==> src/rtl/zdet_pkg.sv <==
`timescale 1ns/1ps
package zdet_pkg;

    typedef enum logic [1:0] {
        ZF_OFF   = 2'b00,
        ZF_SPLIT = 2'b01,
        ZF_BOTH  = 2'b10,
        ZF_ANY   = 2'b11
    } zf_mode_e;

    localparam int unsigned NUM_CH = 2;
    localparam int unsigned CH_L   = 0;
    localparam int unsigned CH_R   = 1;

endpackage

==> src/rtl/zdet_run_counter.sv <==
`timescale 1ns/1ps
module zdet_run_counter #(
    parameter int unsigned SAMPLE_W = 24,
    parameter int unsigned RUN_LEN  = 1024
) (
    input  logic                clk,
    input  logic                rst,
    input  logic                sample_en,
    input  logic [SAMPLE_W-1:0] sample,
    output logic                run_done
);
    localparam int unsigned CNT_W = $clog2(RUN_LEN + 1);
    localparam logic [CNT_W-1:0] CNT_MAX = CNT_W'(RUN_LEN);

    typedef struct packed {
        logic [CNT_W-1:0] cnt;
    } run_st_t;

    run_st_t st_d, st_q;

    always_comb begin
        st_d = st_q;
        if (sample_en) begin
            if (sample != '0) begin
                st_d.cnt = '0;
            end else if (st_q.cnt != CNT_MAX) begin
                st_d.cnt = st_q.cnt + 1'b1;
            end
        end
    end

    always_ff @(posedge clk) begin
        if (rst) begin
            st_q <= '0;
        end else begin
            st_q <= st_d;
        end
    end

    assign run_done = (st_q.cnt == CNT_MAX);

    p_saturate_r3: assert property (@(posedge clk) disable iff (rst)
        st_q.cnt <= CNT_MAX);

    p_nonzero_clears_r2: assert property (@(posedge clk) disable iff (rst)
        (sample_en && sample != '0) |=> (st_q.cnt == '0));

    p_idle_holds_r4: assert property (@(posedge clk) disable iff (rst)
        !sample_en |=> $stable(st_q.cnt));

    p_zero_advances_r1: assert property (@(posedge clk) disable iff (rst)
        (sample_en && sample == '0 && st_q.cnt != CNT_MAX) |=> (st_q.cnt == $past(st_q.cnt) + 1'b1));

endmodule

==> src/rtl/zdet_flag_map.sv <==
`timescale 1ns/1ps
module zdet_flag_map
    import zdet_pkg::*;
(
    input  logic [1:0] mode,
    input  logic       live_l,
    input  logic       live_r,
    output logic       flag_l,
    output logic       flag_r
);
    zf_mode_e mode_e;

    always_comb begin
        mode_e = zf_mode_e'(mode);
        flag_l = 1'b0;
        flag_r = 1'b0;
        unique case (mode_e)
            ZF_OFF: begin
                flag_l = 1'b0;
                flag_r = 1'b0;
            end
            ZF_SPLIT: begin
                flag_l = live_l;
                flag_r = live_r;
            end
            ZF_BOTH: begin
                flag_l = live_l & live_r;
                flag_r = live_l & live_r;
            end
            ZF_ANY: begin
                flag_l = live_l | live_r;
                flag_r = live_l | live_r;
            end
            default: begin
                flag_l = 1'b0;
                flag_r = 1'b0;
            end
        endcase
    end

    always_comb begin
        if (mode == 2'b00) begin
            a_off_r5: assert (!flag_l && !flag_r);
        end
    end

endmodule

==> src/rtl/dac_zero_watch.sv <==
`timescale 1ns/1ps
module dac_zero_watch
    import zdet_pkg::*;
#(
    parameter int unsigned SAMPLE_W = 24,
    parameter int unsigned RUN_LEN  = 1024
) (
    input  logic                clk,
    input  logic                rst,
    input  logic                sample_en,
    input  logic [SAMPLE_W-1:0] smp_left,
    input  logic [SAMPLE_W-1:0] smp_right,
    input  logic [1:0]          flag_mode,
    input  logic                mix_en_left,
    input  logic                mix_en_right,
    input  logic                automute_en,
    output logic                zflag_left,
    output logic                zflag_right,
    output logic                pga_mute_req
);
    logic [NUM_CH-1:0][SAMPLE_W-1:0] smp_vec;
    logic [NUM_CH-1:0]               mix_vec;
    logic [NUM_CH-1:0]               done_vec;
    logic [NUM_CH-1:0]               live_vec;

    assign smp_vec[CH_L] = smp_left;
    assign smp_vec[CH_R] = smp_right;
    assign mix_vec[CH_L] = mix_en_left;
    assign mix_vec[CH_R] = mix_en_right;

    for (genvar ch = 0; ch < NUM_CH; ch++) begin : g_chan
        zdet_run_counter #(
            .SAMPLE_W (SAMPLE_W),
            .RUN_LEN  (RUN_LEN)
        ) u_run (
            .clk       (clk),
            .rst       (rst),
            .sample_en (sample_en),
            .sample    (smp_vec[ch]),
            .run_done  (done_vec[ch])
        );
        assign live_vec[ch] = done_vec[ch] & mix_vec[ch];
    end

    zdet_flag_map u_map (
        .mode   (flag_mode),
        .live_l (live_vec[CH_L]),
        .live_r (live_vec[CH_R]),
        .flag_l (zflag_left),
        .flag_r (zflag_right)
    );

    // Mute only when every channel feeding the summer is silent.
    always_comb begin
        pga_mute_req = automute_en && (mix_vec != '0) && ((done_vec & mix_vec) == mix_vec);
    end

    p_gate_split_r9: assert property (@(posedge clk) disable iff (rst)
        (flag_mode == 2'b01 && !mix_en_left) |-> !zflag_left);

    p_both_equal_r7: assert property (@(posedge clk) disable iff (rst)
        (flag_mode == 2'b10 || flag_mode == 2'b11) |-> (zflag_left == zflag_right));

    p_mute_needs_en_r10: assert property (@(posedge clk) disable iff (rst)
        pga_mute_req |-> (automute_en && (mix_en_left || mix_en_right)));

    p_after_reset_r11: assert property (@(posedge clk) disable iff (rst)
        $past(rst) |-> (!zflag_left && !zflag_right && !pga_mute_req));

endmodule

==> config.mk <==
export PLATFORM = sky130hd
export DESIGN_NAME = dac_zero_watch
export DESIGN_NICKNAME = d
export VERILOG_FILES = /design/src/rtl/zdet_pkg.sv /design/src/rtl/zdet_run_counter.sv /design/src/rtl/zdet_flag_map.sv /design/src/rtl/dac_zero_watch.sv
export SDC_FILE = /design/constraint.sdc
export NUM_CORES = 1
export LEC_CHECK = 0
export ABC_CLOCK_PERIOD_IN_PS = 3200
export BUFFER_PORTS_ARGS = -buffer_cell sky130_fd_sc_hd__buf_2
export CAP_MARGIN = 20
export CORE_ASPECT_RATIO = 1.25
export CORE_UTILIZATION = 53
export CTS_CLUSTER_DIAMETER = 100
export DETAILED_ROUTE_END_ITERATION = 8
export PLACE_DENSITY = 0.91
export SETUP_SLACK_MARGIN = 0.4
export SKIP_LAST_GASP = 1
export SLEW_MARGIN = 5
export SYNTH_ARGS = -nofsm -noshare
export SYNTH_HDL_FRONTEND = slang
export SYNTH_SLANG_ARGS = --single-unit
==> constraint.sdc <==
create_clock -name clk -period 3.2 [get_ports clk]
set_clock_uncertainty 0.05 [all_clocks]
set_input_delay 0.64 -clock clk [delete_from_list [all_inputs] [get_ports clk]]
set_output_delay 0.64 -clock clk [all_outputs]
set_load 0.02 [all_outputs]
==> impl_metrics.json, run 1 <==
{
  "status": "completed",
  "vias_per_cell": 6.33,
  "synth_area_leader_cell": "dfxtp_1",
  "wl_microns": 4240,
  "worstSkewPairLatency_ps": 320,
  "fin_ws_ps": 393,
  "cts-root-buf": "clkbuf_4",
  "dp_hpwl_microns": 2980,
  "layout.cells.non_filler": 300,
  "core_area_sq_um": 2920,
  "cap_violations": 0,
  "num_io_pins": 59,
  "nNetsFinal": 325,
  "overflow": 0,
  "power.total_mw": 0.549,
  "die_width_microns": 51.5,
  "cp_max_fo": 7,
  "hold_viol_final": 0,
  "critical_path_class": "reg -> out",
  "max_slew_margin": 0.545,
  "place_area_sq_um": 1910,
  "wl_per_cell_microns": 14.1,
  "syn_inst": 212,
  "drt_iter0_drc": 73,
  "period_needed_ps": 2810,
  "yosysTopAreaCellShare": 0.271,
  "synth_edf_count": 0,
  "cp.required_ps": 2510,
  "async_flop_share": 0,
  "dp_cells": 294,
  "hold_path_class": "reg -> reg",
  "floorplan.die_area_sq_um": 3290,
  "grt_pass1_vias": 1717,
  "antenna_cells": 0,
  "drive_above_1_share": 0.303,
  "dr.pass1.iters": 4,
  "maxSlewViolCount": 0,
  "dp_slack_ps": 585,
  "synth-seq-cells": 22,
  "drc_errors": 0,
  "syn_avg_cell_area_sq_um": 7.65,
  "ant_nets": 0,
  "yosysUniqueCellTypes": 43,
  "die_height_microns": 63.9,
  "path_clk_slew_ps": 140,
  "cts_hold_buf": 0,
  "synth_fp_nets": 272,
  "grt_max_degree": 34,
  "grt_usage": 0.259,
  "cts_buffers": 3,
  "ctsHtreeMaxLevel": 1,
  "largest_reg_flops": 22,
  "fmax_ghz": 0.356,
  "worst_ep_arrival_time_ps": 2120,
  "yosysSeqAreaShare": 0.271,
  "setup_tns_ps": 0,
  "cts_tree": "done",
  "cp-end-kind": "output port",
  "vdd_drop_max_v": 0.000223,
  "yosys-top-cells-area": "dfxtp_1 (27%), nand4_1 (7.3%), a31oi_1 (6.9%), nand2_1 (5.6%), nor4_1 (3.9%)",
  "critPathLaunchType": "flop",
  "place_congestion": 0.796,
  "cts.path.max_buffers": 2,
  "leakage_nw": 0.739,
  "vias": 1899,
  "initial_core_util": 0.556,
  "ys_warn_count": 0,
  "grt_pass1_wl_microns": 6810,
  "powerDensity_nw_per_um2": 275,
  "setup_viol": 0,
  "row_count": 22,
  "tightest_slew_ps": 683,
  "regMostFlops": "g_chan.u_run.st_q",
  "top_regs": "g_chan.u_run.st_q (22)",
  "fin_crit_sh": 0.877,
  "cts.sinks": 22,
  "antenna_found_initial": 0,
  "fillers": 260,
  "syn_area_sq_um": 1620,
  "fin_area_sq_um": 2000,
  "port_buffers": 58,
  "rsz0062_at_grt": "yes",
  "synthFlopType": "dfxtp_1",
  "areaGrowthSynthToFinish_pct": 23.1
}
-- report_power, final --
group	switching [mW]	internal, mW
Sequential	0.00000000202	0.273
Clock	0.0919	0.127
Combinational	0.0279	0.0295
Total	0.120	0.429
-- per-layer routing --
layer,routed length (microns),track usage,part of all wire,vias to the layer above
li1,-,-,-,936
met1,1660,0.276,0.39,885
met2,2340,0.505,0.55,76
met3,226,0.0333,0.053,2
met4,11,0.0743,0.0026,0
met5,0,0,0,-
-- cells by family (layout without fill, tap and decap cells) --
family                     count (synthesis)  after routing  share of synthesized area
AOI/OAI and AO/OA                         36             36                      0.157
DFF                                       22             22                      0.271
adders and majority gates                  5              5                     0.0370
muxes                                      1              1                    0.00617
and+or+nand+nor                          125            125                      0.469
buffers and inverters                     23             75                     0.0594
-- Yosys cell counts (2+ instances only) --
| cell | n |
|---|---|
| and2_1 | 4 |
| a31oi_1 | 18 |
| o2111ai_1 | 2 |
| ha_1 | 4 |
| dfxtp_1 | 22 |
| nor3_1 | 10 |
| o41ai_1 | 4 |
| and3_1 | 6 |
| nor2_1 | 8 |
| o32ai_1 | 2 |
| and4_1 | 3 |
| buf_2 | 2 |
| nand4b_1 | 7 |
| clkbuf_1 | 10 |
| buf_4 | 2 |
| o211ai_1 | 2 |
| nor2b_1 | 2 |
| inv_1 | 8 |
| or2_2 | 2 |
| a41oi_1 | 2 |
| nand4_1 | 19 |
| nor4b_1 | 2 |
| nand3_1 | 10 |
| nor4_1 | 10 |
| nand2_1 | 24 |
| nor3b_1 | 5 |
| or4_1 | 4 |
| a21oi_1 | 3 |
-- worst max-delay path, cell delays in order, from the launching register on --
cell     delay [ps]
dfxtp_1         460
inv_1            80
ha_1            190
nor4b_1         140
and3_1          220
and3_1          200
maj3_1          340
buf_2           160
-- final cells by class --
type | count | area, sq um | area share
multi-input cells | 167 | 1090 | 0.545
clock inverters | 1 | 30.0 | 0.0150
well taps | 36 | 45.0 | 0.0225
repair buffers | 62 | 329 | 0.165
clock buffers | 3 | 22.5 | 0.0113
inverters | 9 | 33.8 | 0.0169
flip-flops and latches | 22 | 449 | 0.225
-- cells in the final DEF, fill, tap and decap left out, types with 3 or more instances in the layout --
cell type and count:
buf_2 56, a31oi_1 18, nand4_1 19, dfxtp_1 17, or4_1 4, nand2_1 24, buf_4 5, and2_1 3
inv_1 7, ha_1 4, dfxtp_2 4, nor3_1 10, a21oi_1 3, nor2_1 8, nor3b_1 5, and4_1 3
clkbuf_4 3, nor4_1 10, nand4b_1 7, and3_1 6, nand3_1 10, o41ai_1 4
-- timing repair --
item | in CTS | in global routing
pin swaps | 1 | 1
gates resized for setup | 2 | 9
endpoints found under the setup margin | 3 | 3
buffers inserted | 1 | 1
-- worst paths after layout --
path	cells after the start	start	slack (ps)	to
setup reg to reg	5	g_chan[1].u_run.st_q[3]	1330	g_chan[1].u_run.st_q[6]
setup / recovery	7	g_chan[0].u_run.st_q[0]	390	zflag_right
hold / removal	1	g_chan[1].u_run.st_q[2]	440	g_chan[1].u_run.st_q[2]
hold reg to reg	1	g_chan[1].u_run.st_q[2]	440	g_chan[1].u_run.st_q[2]
-- stage by stage --
step           hold slack (ps)  utilization
2_1_floorplan              427            -
4_1_cts                    470        0.676
6_report                   439        0.685
3_3_place_gp               453        0.655
3_5_place_dp               460        0.655
5_1_grt                    461        0.685
Note: power is estimated with default switching activity, not from simulation.
==> run 2, diff against run 1 <==
--- a/config.mk
+++ b/config.mk
@@ -5,15 +5,15 @@
 export SDC_FILE = /design/constraint.sdc
 export NUM_CORES = 1
 export LEC_CHECK = 0
-export ABC_CLOCK_PERIOD_IN_PS = 3200
+export ABC_CLOCK_PERIOD_IN_PS = 3000
 export BUFFER_PORTS_ARGS = -buffer_cell sky130_fd_sc_hd__buf_2
 export CAP_MARGIN = 20
 export CORE_ASPECT_RATIO = 1.25
-export CORE_UTILIZATION = 53
+export CORE_UTILIZATION = 49
 export CTS_CLUSTER_DIAMETER = 100
 export DETAILED_ROUTE_END_ITERATION = 8
-export PLACE_DENSITY = 0.91
-export SETUP_SLACK_MARGIN = 0.4
+export PLACE_DENSITY = 0.85
+export REMOVE_ABC_BUFFERS = 1
 export SKIP_LAST_GASP = 1
 export SLEW_MARGIN = 5
 export SYNTH_ARGS = -nofsm -noshare
==> constraint.sdc (replaced) <==
create_clock -name clk -period 3 [get_ports clk]
set_clock_uncertainty 0.05 [all_clocks]
set_input_delay 0.6 -clock clk [delete_from_list [all_inputs] [get_ports clk]]
set_output_delay 0.6 -clock clk [all_outputs]
set_load 0.02 [all_outputs]
==> run 2 against run 1 <==
  * Die area rose by 7.9%
  * Clock power barely moved
  * Flip-flop and latch count did not move
  * Wire length fell by 2.3%
  * Highest routed layer unchanged
==> impl_metrics.json, run 2 (synthesis gave the netlist of run 1 again) <==
{
  "ctsHtreeMaxLevel": 1,
  "vdd_drop_max_v": 0.000198,
  "max_slew_margin": 0.525,
  "holdPathStages": 2,
  "place_congestion": 0.781,
  "cts.path.max_buffers": 2,
  "cts_buffers": 3,
  "areaGrowthSynthToFinish_pct": 21.7,
  "grt_usage": 0.244,
  "pwr-share-clk": 0.380,
  "overflow": 0,
  "postCtsSetupRepairBufs": 0,
  "initial_core_util": 0.508,
  "port_buffers": 58,
  "powerDensity_nw_per_um2": 289,
  "hold_viol_final": 0,
  "core_area_sq_um": 3190,
  "nNetsFinal": 324,
  "top_regs": "g_chan.u_run.st_q (22)",
  "grt_pass1_vias": 1733,
  "fin_crit_sh": 0.949,
  "multiInputGateArea_sq_um": 1090,
  "status": "completed",
  "critPathTopFamily": "simple AND/OR/NAND/NOR gates",
  "antenna_cells": 0,
  "dr.pass1.iters": 4,
  "regMostFlops": "g_chan.u_run.st_q",
  "worstSkewPairLatency_ps": 260,
  "wl_met3_microns": 226,
  "critical_path_class": "reg -> out",
  "final_cell_mix": "buf_2 (58), nand2_1 (24), dfxtp_1 (22)",
  "hold_path_class": "reg -> reg",
  "maxSlewViolCount": 0,
  "slowest_stage": "or4b_4",
  "cp_cell_sequence": "inv_1, ha_1, or4b_4, nor4_4, and2_1, maj3_1, buf_2",
  "dr.max_layer_used": "met4",
  "antenna_found_initial": 0,
  "grt_max_degree": 34,
  "p_comb_frac": 0.108,
  "die_height_microns": 66.3,
  "power_switching_mw": 0.130,
  "dp_hpwl_microns": 3020,
  "cts_hold_buf": 0,
  "wirelength_met1_microns": 1670,
  "layout.area.seq_sq_um": 440,
  "critPathBufInv": 2,
  "drive_above_1_share": 0.274,
  "drc_errors": 0,
  "post_cts_resized": 0,
  "ant_nets": 0,
  "cp_num_cells": 7,
  "num_io_pins": 59,
  "reg2reg_depth": 6,
  "cpPeakStageDelay_ps": 470,
  "seq_power_share": 0.512,
  "setup_viol": 0,
  "wl_met2_microns": 2180,
  "period_needed_ps": 2850,
  "tightest_slew_ps": 712,
  "die_width_microns": 53.5,
  "cp.required_ps": 2350,
  "vias_per_cell": 6.36,
  "floorplan.die_area_sq_um": 3550,
  "largest_reg_flops": 22,
  "swShare": 0.228,
  "fin_util": 0.618,
  "wl_per_cell_microns": 13.8,
  "row_count": 23,
  "worst_ep_arrival_time_ps": 2200,
  "cap_violations": 0,
  "setup_tns_ps": 0,
  "path_clk_slew_ps": 90,
  "wl_microns": 4140,
  "cts_tree": "done",
  "fillers": 312,
  "p_int_mw": 0.440,
  "cts-root-buf": "clkbuf_8",
  "cp-end-kind": "output port",
  "vias": 1907,
  "cts.sinks": 22,
  "cp_max_fo": 8,
  "final_common_cell": "buf_2",
  "drt_iter0_drc": 28,
  "rsz0062_at_grt": "no",
  "fmax_ghz": 0.351,
  "leakage_nw": 0.729,
  "critPathLaunchType": "flop",
  "grt_pass1_wl_microns": 6740
}
==> run 2: path summary, 6_finish.rpt <==
path | end | from | slack (ps)
setup / recovery | zflag_right | g_chan[1].u_run.st_q[0] | 150
hold / removal | g_chan[0].u_run.st_q[6] | g_chan[0].u_run.st_q[6] | 480
setup reg to reg | g_chan[1].u_run.st_q[0] | g_chan[1].u_run.st_q[0] | 1130
hold reg to reg | g_chan[0].u_run.st_q[6] | g_chan[0].u_run.st_q[6] | 480
==> run 2: worst register-to-register path, delay by kind of cell (launching register included) <==
family,cells,cell delay (ps)
buf+inv,1,70
flops,1,360
simple gates,3,960
compound gates,1,200
fa+ha+maj,1,140
==> run 2: stage by stage <==
stage               hold slack [ps]  cell area, sq um  instances  setup slack (ps)  power, mW
finish                          475              1970        300               152      0.570
global route                    510              1970        300              52.6      0.587
CTS                             476              1970        300              90.7      0.572
detailed placement              463              1920        296               390      0.360
global placement                452              1920        296               489      0.358
floorplan                       415              1560        198               548      0.312
==> run 2: area by class of cell <==
| type | instances | share of cell area |
|---|---|---|
| clock buffer | 4 | 0.0279 |
| inverter | 9 | 0.0171 |
| multi-input combinational | 167 | 0.550 |
| sequential | 22 | 0.223 |
| tap | 37 | 0.0234 |
| timing repair buffer | 61 | 0.158 |
==> run 2: layer usage <==
metal	vias to the layer above	global-route usage
li1	933	-
met1	883	0.261
met2	81	0.472
met3	10	0.0253
met4	0	0.0822
met5	-	0
==> run 2: power by group through the flow <==
stage	combinational [mW]	sequential (mW)	clock, mW
after detailed placement	0.0615	0.299	0
after global placement	0.0597	0.299	0
final	0.0614	0.292	0.217
after CTS	0.0616	0.292	0.219
after floorplan	0.0135	0.299	0
after global routing	0.0690	0.292	0.226
